[config.mk]
export PLATFORM = sky130hd
export DESIGN_NAME = fcmp_unit
export DESIGN_NICKNAME = d
export VERILOG_FILES = /design/src/rtl/fcmp_pkg.sv /design/src/rtl/fcmp_classify.sv /design/src/rtl/fcmp_order.sv /design/src/rtl/fcmp_select.sv /design/src/rtl/fcmp_unit.sv
export SDC_FILE = /design/constraint.sdc
export NUM_CORES = 1
export LEC_CHECK = 0
export CORE_ASPECT_RATIO = 0.8
export CORE_MARGIN = 10
export CORE_UTILIZATION = 35
export DETAILED_ROUTE_END_ITERATION = 10
export MAX_ROUTING_LAYER = met4
export PLACE_DENSITY = 0.83
export SETUP_SLACK_MARGIN = 0.3
export SLEW_MARGIN = 20
export SYNTH_ARGS = -nofsm -noshare
export SYNTH_HDL_FRONTEND = slang
export SYNTH_HIERARCHICAL = 1
export SYNTH_SLANG_ARGS = --single-unit
[constraint.sdc]
create_clock -name vclk -period 3.8
set_input_delay 0.76 -clock vclk [all_inputs]
set_output_delay 0.76 -clock vclk [all_outputs]
set_load 0.01 [all_outputs]
[src/rtl/fcmp_pkg.sv]
package fcmp_pkg;

  // Summary of one operand as seen by the ordering logic
  typedef struct packed {
    logic sign;
    logic zero;
    logic rsv;
  } op_info_t;

  // Exponent field all zero
  function automatic logic f_exp_clear(input logic [63:0] w, input int unsigned lsb,
                                       input int unsigned width);
    logic clr;
    clr = 1'b1;
    for (int i = 0; i < 64; i++) begin
      if (i >= lsb && i < lsb + width && w[i]) clr = 1'b0;
    end
    return clr;
  endfunction

  // Raw-pattern less-than with sign-flipped sense (valid operands only)
  function automatic logic f_raw_less(input logic [63:0] a, input logic [63:0] b);
    logic res;
    if (a[63] != b[63]) res = a[63];
    else                res = (a < b) ^ a[63];
    return res;
  endfunction

endpackage

[src/rtl/fcmp_classify.sv]
module fcmp_classify
  import fcmp_pkg::*;
#(
  parameter int unsigned WORD_W = 64,
  parameter int unsigned EXP_W  = 11,
  parameter int unsigned EXP_LSB = 52
) (
  input  logic [WORD_W-1:0] word_i,
  output op_info_t          info_o
);
  localparam int unsigned SIGN_POS = WORD_W - 1;

  logic exp_clear;
  logic all_zero;

  always_comb begin
    exp_clear   = f_exp_clear(64'(word_i), EXP_LSB, EXP_W);
    all_zero    = (word_i == '0);
    info_o.sign = word_i[SIGN_POS];
    info_o.zero = all_zero;
    info_o.rsv  = exp_clear & ~all_zero;
  end

  // an all-zero word is never reserved
  always_comb begin
    a_r2_zero_not_reserved: assert (!(word_i == '0) || !info_o.rsv);
  end

endmodule

[src/rtl/fcmp_order.sv]
module fcmp_order
  import fcmp_pkg::*;
#(
  parameter int unsigned WORD_W = 64
) (
  input  logic [WORD_W-1:0] a_i,
  input  logic [WORD_W-1:0] b_i,
  output logic              eq_o,
  output logic              lt_o
);
  always_comb begin
    eq_o = (a_i == b_i);
    lt_o = eq_o ? 1'b0 : f_raw_less(64'(a_i), 64'(b_i));
  end

  // equal and less-than are never both set
  always_comb begin
    a_r4_eq_excludes_lt: assert (!(eq_o && lt_o));
  end

endmodule

[src/rtl/fcmp_select.sv]
module fcmp_select #(
  parameter int unsigned WORD_W    = 64,
  parameter int unsigned SEL_W     = 6,
  parameter logic [SEL_W-1:0] SEL_EQ = 6'h25,
  parameter logic [SEL_W-1:0] SEL_LT = 6'h26,
  parameter logic [SEL_W-1:0] SEL_LE = 6'h27,
  parameter logic [WORD_W-1:0] TRUE_WORD = 64'h4000_0000_0000_0000
) (
  input  logic [SEL_W-1:0]  sel_i,
  input  logic              eq_i,
  input  logic              lt_i,
  input  logic              rsv_i,
  output logic [WORD_W-1:0] result_o
);
  logic hit;

  always_comb begin
    unique case (sel_i)
      SEL_EQ:  hit = eq_i;
      SEL_LT:  hit = lt_i;
      SEL_LE:  hit = eq_i | lt_i;
      default: hit = 1'b0;
    endcase
    result_o = (hit && !rsv_i) ? TRUE_WORD : '0;
  end

  // result is either the true constant or zero
  always_comb begin
    a_r8_result_two_values: assert (result_o == '0 || result_o == TRUE_WORD);
  end

endmodule

[src/rtl/fcmp_unit.sv]
module fcmp_unit
  import fcmp_pkg::*;
#(
  parameter int unsigned WORD_W  = 64,
  parameter int unsigned EXP_W   = 11,
  parameter int unsigned SEL_W   = 6,
  parameter logic [SEL_W-1:0] SEL_EQ = 6'h25,
  parameter logic [SEL_W-1:0] SEL_LT = 6'h26,
  parameter logic [SEL_W-1:0] SEL_LE = 6'h27,
  parameter logic [WORD_W-1:0] TRUE_WORD = 64'h4000_0000_0000_0000
) (
  input  logic [WORD_W-1:0] op_a_i,
  input  logic [WORD_W-1:0] op_b_i,
  input  logic [SEL_W-1:0]  pred_sel_i,
  output logic [WORD_W-1:0] result_o,
  output logic              invalid_o
);
  localparam int unsigned EXP_LSB = WORD_W - 1 - EXP_W;
  localparam int unsigned N_OPS   = 2;

  logic [WORD_W-1:0] ops [N_OPS];
  op_info_t          info [N_OPS];
  logic              any_rsv;
  logic              eq_w;
  logic              lt_w;

  assign ops[0] = op_a_i;
  assign ops[1] = op_b_i;

  for (genvar g = 0; g < N_OPS; g++) begin : g_cls
    fcmp_classify #(
      .WORD_W (WORD_W),
      .EXP_W  (EXP_W),
      .EXP_LSB(EXP_LSB)
    ) u_cls (
      .word_i(ops[g]),
      .info_o(info[g])
    );
  end

  assign any_rsv   = info[0].rsv | info[1].rsv;
  assign invalid_o = any_rsv;

  fcmp_order #(.WORD_W(WORD_W)) u_order (
    .a_i (op_a_i),
    .b_i (op_b_i),
    .eq_o(eq_w),
    .lt_o(lt_w)
  );

  fcmp_select #(
    .WORD_W   (WORD_W),
    .SEL_W    (SEL_W),
    .SEL_EQ   (SEL_EQ),
    .SEL_LT   (SEL_LT),
    .SEL_LE   (SEL_LE),
    .TRUE_WORD(TRUE_WORD)
  ) u_sel (
    .sel_i   (pred_sel_i),
    .eq_i    (eq_w),
    .lt_i    (lt_w),
    .rsv_i   (any_rsv),
    .result_o(result_o)
  );

  always_comb begin
    // a reserved operand never yields a true result
    a_r3_reserved_false: assert (!invalid_o || result_o == '0);
    // mixed valid signs order by the sign bit
    a_r5_mixed_sign: assert (invalid_o || (op_a_i[WORD_W-1] == op_b_i[WORD_W-1])
                             || (lt_w == op_a_i[WORD_W-1]));
    // unused codes give zero
    a_r9_unused_code: assert (pred_sel_i == SEL_EQ || pred_sel_i == SEL_LT
                              || pred_sel_i == SEL_LE || result_o == '0);
  end

endmodule

==> impl_metrics.csv, run 1 <==
group,metric,value,unit
status,status,"finished, final reports clean",
global_route,busiest_layer,"met2",
drt,drt_iter0_markers,77,
sta,fin_crit_sh,98.55,%
drt,dr_total_vias,3142,
place,dpl.hpwl,9673,um
drt,drtPass1Iterations,4,
floorplanning,dieArea,10850,um^2
global_route,grt_use_met2,44.46,%
synthesis,ys.warnings.count,6,
critical_path,start_kind,"input pin",
job,maxCapViolations,0,
layout,mostFrequentLayoutCells,"73 x buf_2, 70 x buf_4, 63 x conb_1",
global_route,antenna_found_initial,0,
drt,route.antenna.remaining_nets,0,
critical_path,cp.arrival,2.98,ns
critical_path,cp.required,3.04,ns
layout,final_util,70.37,%
floorplanning,placement_rows,27,
critical_path,crit_path_cell_trace,"buf_2, inv_2, ha_4, a21oi_4, o21ai_2, a222oi_1, a211oi_2, nor4_2, mux2i_1, a22oi_2, nor4_2, buf_2",
global_route,grt.met1_usage,21.35,%
floorplanning,coreArea,6892,um^2
global_route,grt_pass1_wl,18950,um
layout,nClkBuffers,0,
critical_path,cp-end-kind,"output pin",
layout,regArea,0,um^2
layout,fin_cells,642,
global_route,grt_overflow_total,0,
sta,fin_ws,0.05528,ns
place,post-place-ws,-0.8846,ns
pwr,p_total,0.0005361,W
layout,seq_cell_count,0,
floorplanning,die_w,114.0,um
floorplanning,die_height,95.18,um
layout,drive_above_1_share,61.73,%
global_route,grt_start_max_net_pins,4,
worst_hold_path,hp-start,"pred_sel_i[3]",
critical_path,critPathMaxStageDelay,0.44,ns
place,io_buffers,136,
layout,finalNetCount,754,
layout,nFillCells,557,
critical_path,slowest_stage,"a222oi_1",
pwr,p_leak,2.258,nW
floorplanning,initial_core_util,35.88,%
pwr,p_per_area,110.5,nW/um^2
sta,slew_viol_final,0,
place,dp.cells,630,
sta,finalHoldViolCount,0,
global_route,grtUsageTotal,21.82,%
drt,wl_per_cell,19.17,um
global_route,grt_pass1_vias,3747,
sta,fmax,267.0,MHz
drt,drt-vias-per-instance,4.894,
pwr,vdd_drop_max,64.35,uV
sta,fin_crit,3.745,ns
layout,final_common_cell,"buf_2",
synthesis,syn_inst,349,
synthesis,syn_area,2472,um^2
sta,setup_viol,0,
drt,drc,0,
sta,worst_hold_slack,2.167,ns
critical_path,cp-startpoint,"op_b_i[7]",
worst_hold_path,holdCritPathClass,"input pin to output pin",
place,place_congestion,0.8748,
sta,rsz0062_at_grt,"yes",
critical_path,worstPathMaxFanout,2,
critical_path,critPathKind,"input pin to output pin",
floorplanning,io_pins,199,
global_route,grtUsageMet3,2.950,%
layout,syn2layout_area_growth,96.15,%
drt,routed_wl,12300,um
synthesis,syn-mean-instance-area,7.084,um^2
per-stage QoR:
| stage | cell area [um^2] | setup TNS, ns |
|---|---|---|
| floorplan | 2705 | 0 |
| global placement | 4145 | -1.050 |
| detailed placement | 4145 | -1.128 |
| CTS | 4832 | 0 |
| global route | 4847 | -0.06077 |
| finish | 4850 | 0 |
metal layers:
layer  wire [um]  vias up
li1            -     1534
met1        4528     1476
met2        6895      110
met3         639       22
met4         240        0
met5           0        -
timing repair:
item,CTS,global route
hold buffers,0,0
setup endpoints to repair,2,2
gates resized for setup,629,2
pin swaps,94,2
buffers inserted,11,0
gates cloned,0,0
endpoints found under the hold margin,0,0
power breakdown:
part / switching, W / total, W / internal (W)
clock: 0 / 0.0000000000352 / 0.0000000000352
combinational: 0.000260 / 0.000536 / 0.000276
sequential: 0 / 0 / 0
path summary, 6_finish.rpt:
kind | endpoint | depth (start not counted) | slack, ns
worst min-delay path | result_o[62] | 3 | 2.17
worst max-delay path | result_o[62] | 12 | 0.06
layout make-up:
class	count	area, um^2	area share, %
Tap cell	87	108.9	2.245
Inverter	67	259.0	5.341
Antenna cell	1	2.502	0.05160
Multi-Input combinational cell	281	2927	60.35
Timing Repair Buffer	206	1553	32.02
worst max-delay path: cells and delay by family:
kind                       cells  cell delay, ns
AOI/OAI and AO/OA              5            0.88
and+or+nand+nor                2            0.49
buffers and inverters          3            0.33
muxes                          1            0.27
adders and majority gates      1            0.25
Note: power is estimated with default switching activity, not from simulation.
==> run 2, diff against run 1 <==
==> constraint.sdc (replaced) <==
create_clock -name vclk -period 3.8
set_input_delay 0.76 -clock vclk [all_inputs]
set_output_delay 0.76 -clock vclk [all_outputs]
set_load 0.02 [all_outputs]
==> impl_metrics.csv, run 2 (synthesis results as in run 1) <==
group,metric,value,unit
floorplanning,io_pins,199,
critical_path,cp-end-kind,"output pin",
global_route,grt_start_max_net_pins,4,
place,place_congestion,0.8970,
floorplanning,placement_rows,27,
sta,fin_crit_sh,96.10,%
pwr,p_per_area,115.1,nW/um^2
global_route,antenna_found_initial,0,
sta,finalHoldViolCount,0,
place,post-place-ws,-0.9906,ns
drt,drc,0,
job,maxCapViolations,0,
sta,worst_hold_slack,2.212,ns
sta,fin_ws,0.1483,ns
status,status,"finished, final reports clean",
critical_path,critPathKind,"input pin to output pin",
floorplanning,die_w,114.0,um
place,dpl.hpwl,9638,um
layout,mostFrequentLayoutCells,"69 x buf_4, 67 x buf_2, 63 x conb_1",
floorplanning,dieArea,10850,um^2
place,io_buffers,136,
drt,wl_per_cell,18.42,um
critical_path,cp.arrival,2.89,ns
pwr,switching_share,51.12,%
pwr,share_seq_of_total_power,0,%
sta,fin_crit,3.652,ns
worst_hold_path,holdCritPathClass,"input pin to output pin",
global_route,grt_pass1_vias,3586,
global_route,grtUsageTotal,20.53,%
layout,regArea,0,um^2
floorplanning,coreArea,6892,um^2
pwr,combPwrFrac,100.0,%
drt,drt_iter0_markers,126,
layout,final_common_cell,"buf_4",
layout,seq_cell_count,0,
pwr,p_leak,2.243,nW
drt,dr_total_vias,3106,
critical_path,start_kind,"input pin",
clocking,ctsHoldBuffers,0,
drt,drtPass1Iterations,4,
drt,route.antenna.remaining_nets,0,
sta,setup_viol,0,
layout,drive_above_1_share,57.32,%
global_route,grt_overflow_total,0,
layout,nClkBuffers,0,
pwr,pwr-share-clk,0,%
global_route,grt_pass1_wl,17890,um
drt,routed_wl,11790,um
layout,finalNetCount,753,
layout,syn2layout_area_growth,93.47,%
floorplanning,die_height,95.18,um
layout,antennaDiodeCount,0,
pwr,p_sw,0.0002814,W
drt,drt-vias-per-instance,4.853,
critical_path,cp.required,3.04,ns
pwr,vdd_drop_max,56.15,uV
sta,slew_viol_final,0,
pwr,p_int,0.0002691,W
critical_path,cp-startpoint,"op_b_i[46]",
sta,rsz0062_at_grt,"yes",
critical_path,worstPathMaxFanout,3,
worst_hold_path,hp-start,"op_b_i[19]",
sta,fmax,273.8,MHz
floorplanning,initial_core_util,35.88,%
[run 2: cell types whose count changed in the layout (fill, tap and decap cells not counted), moves of 5 or more]
cell,delta
ha_4,-6
inv_1,+11
buf_2,-6
buf_6,-8
inv_2,-10
ha_1,+6
clkbuf_2,+5
clkdlybuf4s15_1,+9
[run 2: metrics by stage]
step	util (%)	instances	instance area (um^2)	TNS, ns	power (W)
floorplan	-	411	2719	0	0.0002366
CTS	69.52	640	4791	0	0.0005265
global route	69.41	640	4783	0	0.0005952
detailed placement	60.13	628	4144	-1.226	0.0004351
finish	69.41	640	4783	0	0.0005504
global placement	60.13	628	4144	-1.187	0.0004192
[run 2: power groups by stage]
stage / clock [W] / combinational (W) / sequential [W]
after CTS: 0 / 0.000526 / 0
after global routing: 0 / 0.000595 / 0
after floorplan: 0 / 0.000237 / 0
after global placement: 0 / 0.000419 / 0
final: 0 / 0.000550 / 0
after detailed placement: 0 / 0.000435 / 0
[run 2: metal layers]
layer	routed length, um	up-vias	global-route usage, %
met3	719	20	1.632
met5	0	-	-
met2	6461	136	40.15
met1	4396	1424	22.39
li1	-	1526	-
met4	210	0	3.333
[run 2: worst paths after layout]
| path | endpoint | slack, ns | depth (start not counted) |
|---|---|---|---|
| min | result_o[62] | 2.21 | 8 |
| max | result_o[62] | 0.15 | 13 |
[run 2: layout make-up]
| cell class | count | area [um^2] |
|---|---|---|
| inverter | 67 | 256.5 |
| tap | 87 | 108.9 |
| multi-input combinational | 281 | 2868 |
| fill | 552 | 2108 |
| timing repair buffer | 205 | 1550 |
[run 2: worst max-delay path, stage by stage]
cell	delay, ns
buf_2	0.11
inv_2	0.05
ha_4	0.26
a21oi_2	0.15
nand2_1	0.09
a221oi_2	0.25
o21ai_1	0.11
o21a_1	0.19
nor4_2	0.28
mux2i_1	0.24
a22oi_2	0.10
nor4_4	0.13
buf_4	0.18
[run 2: repair_timing]
| item | 4_1_cts | 5_1_grt |
|---|---|---|
| resized for setup | 579 | 10 |
| buffers inserted | 12 | 0 |
| pin swaps | 101 | 5 |
| setup endpoints to repair | 2 | 2 |
==> run 3, diff against run 2 <==
Settings changed: SLEW_MARGIN 20 to default.
==> results of run 3 <==
Same layout as run 2: the final DEF is identical, and so are final timing and power.
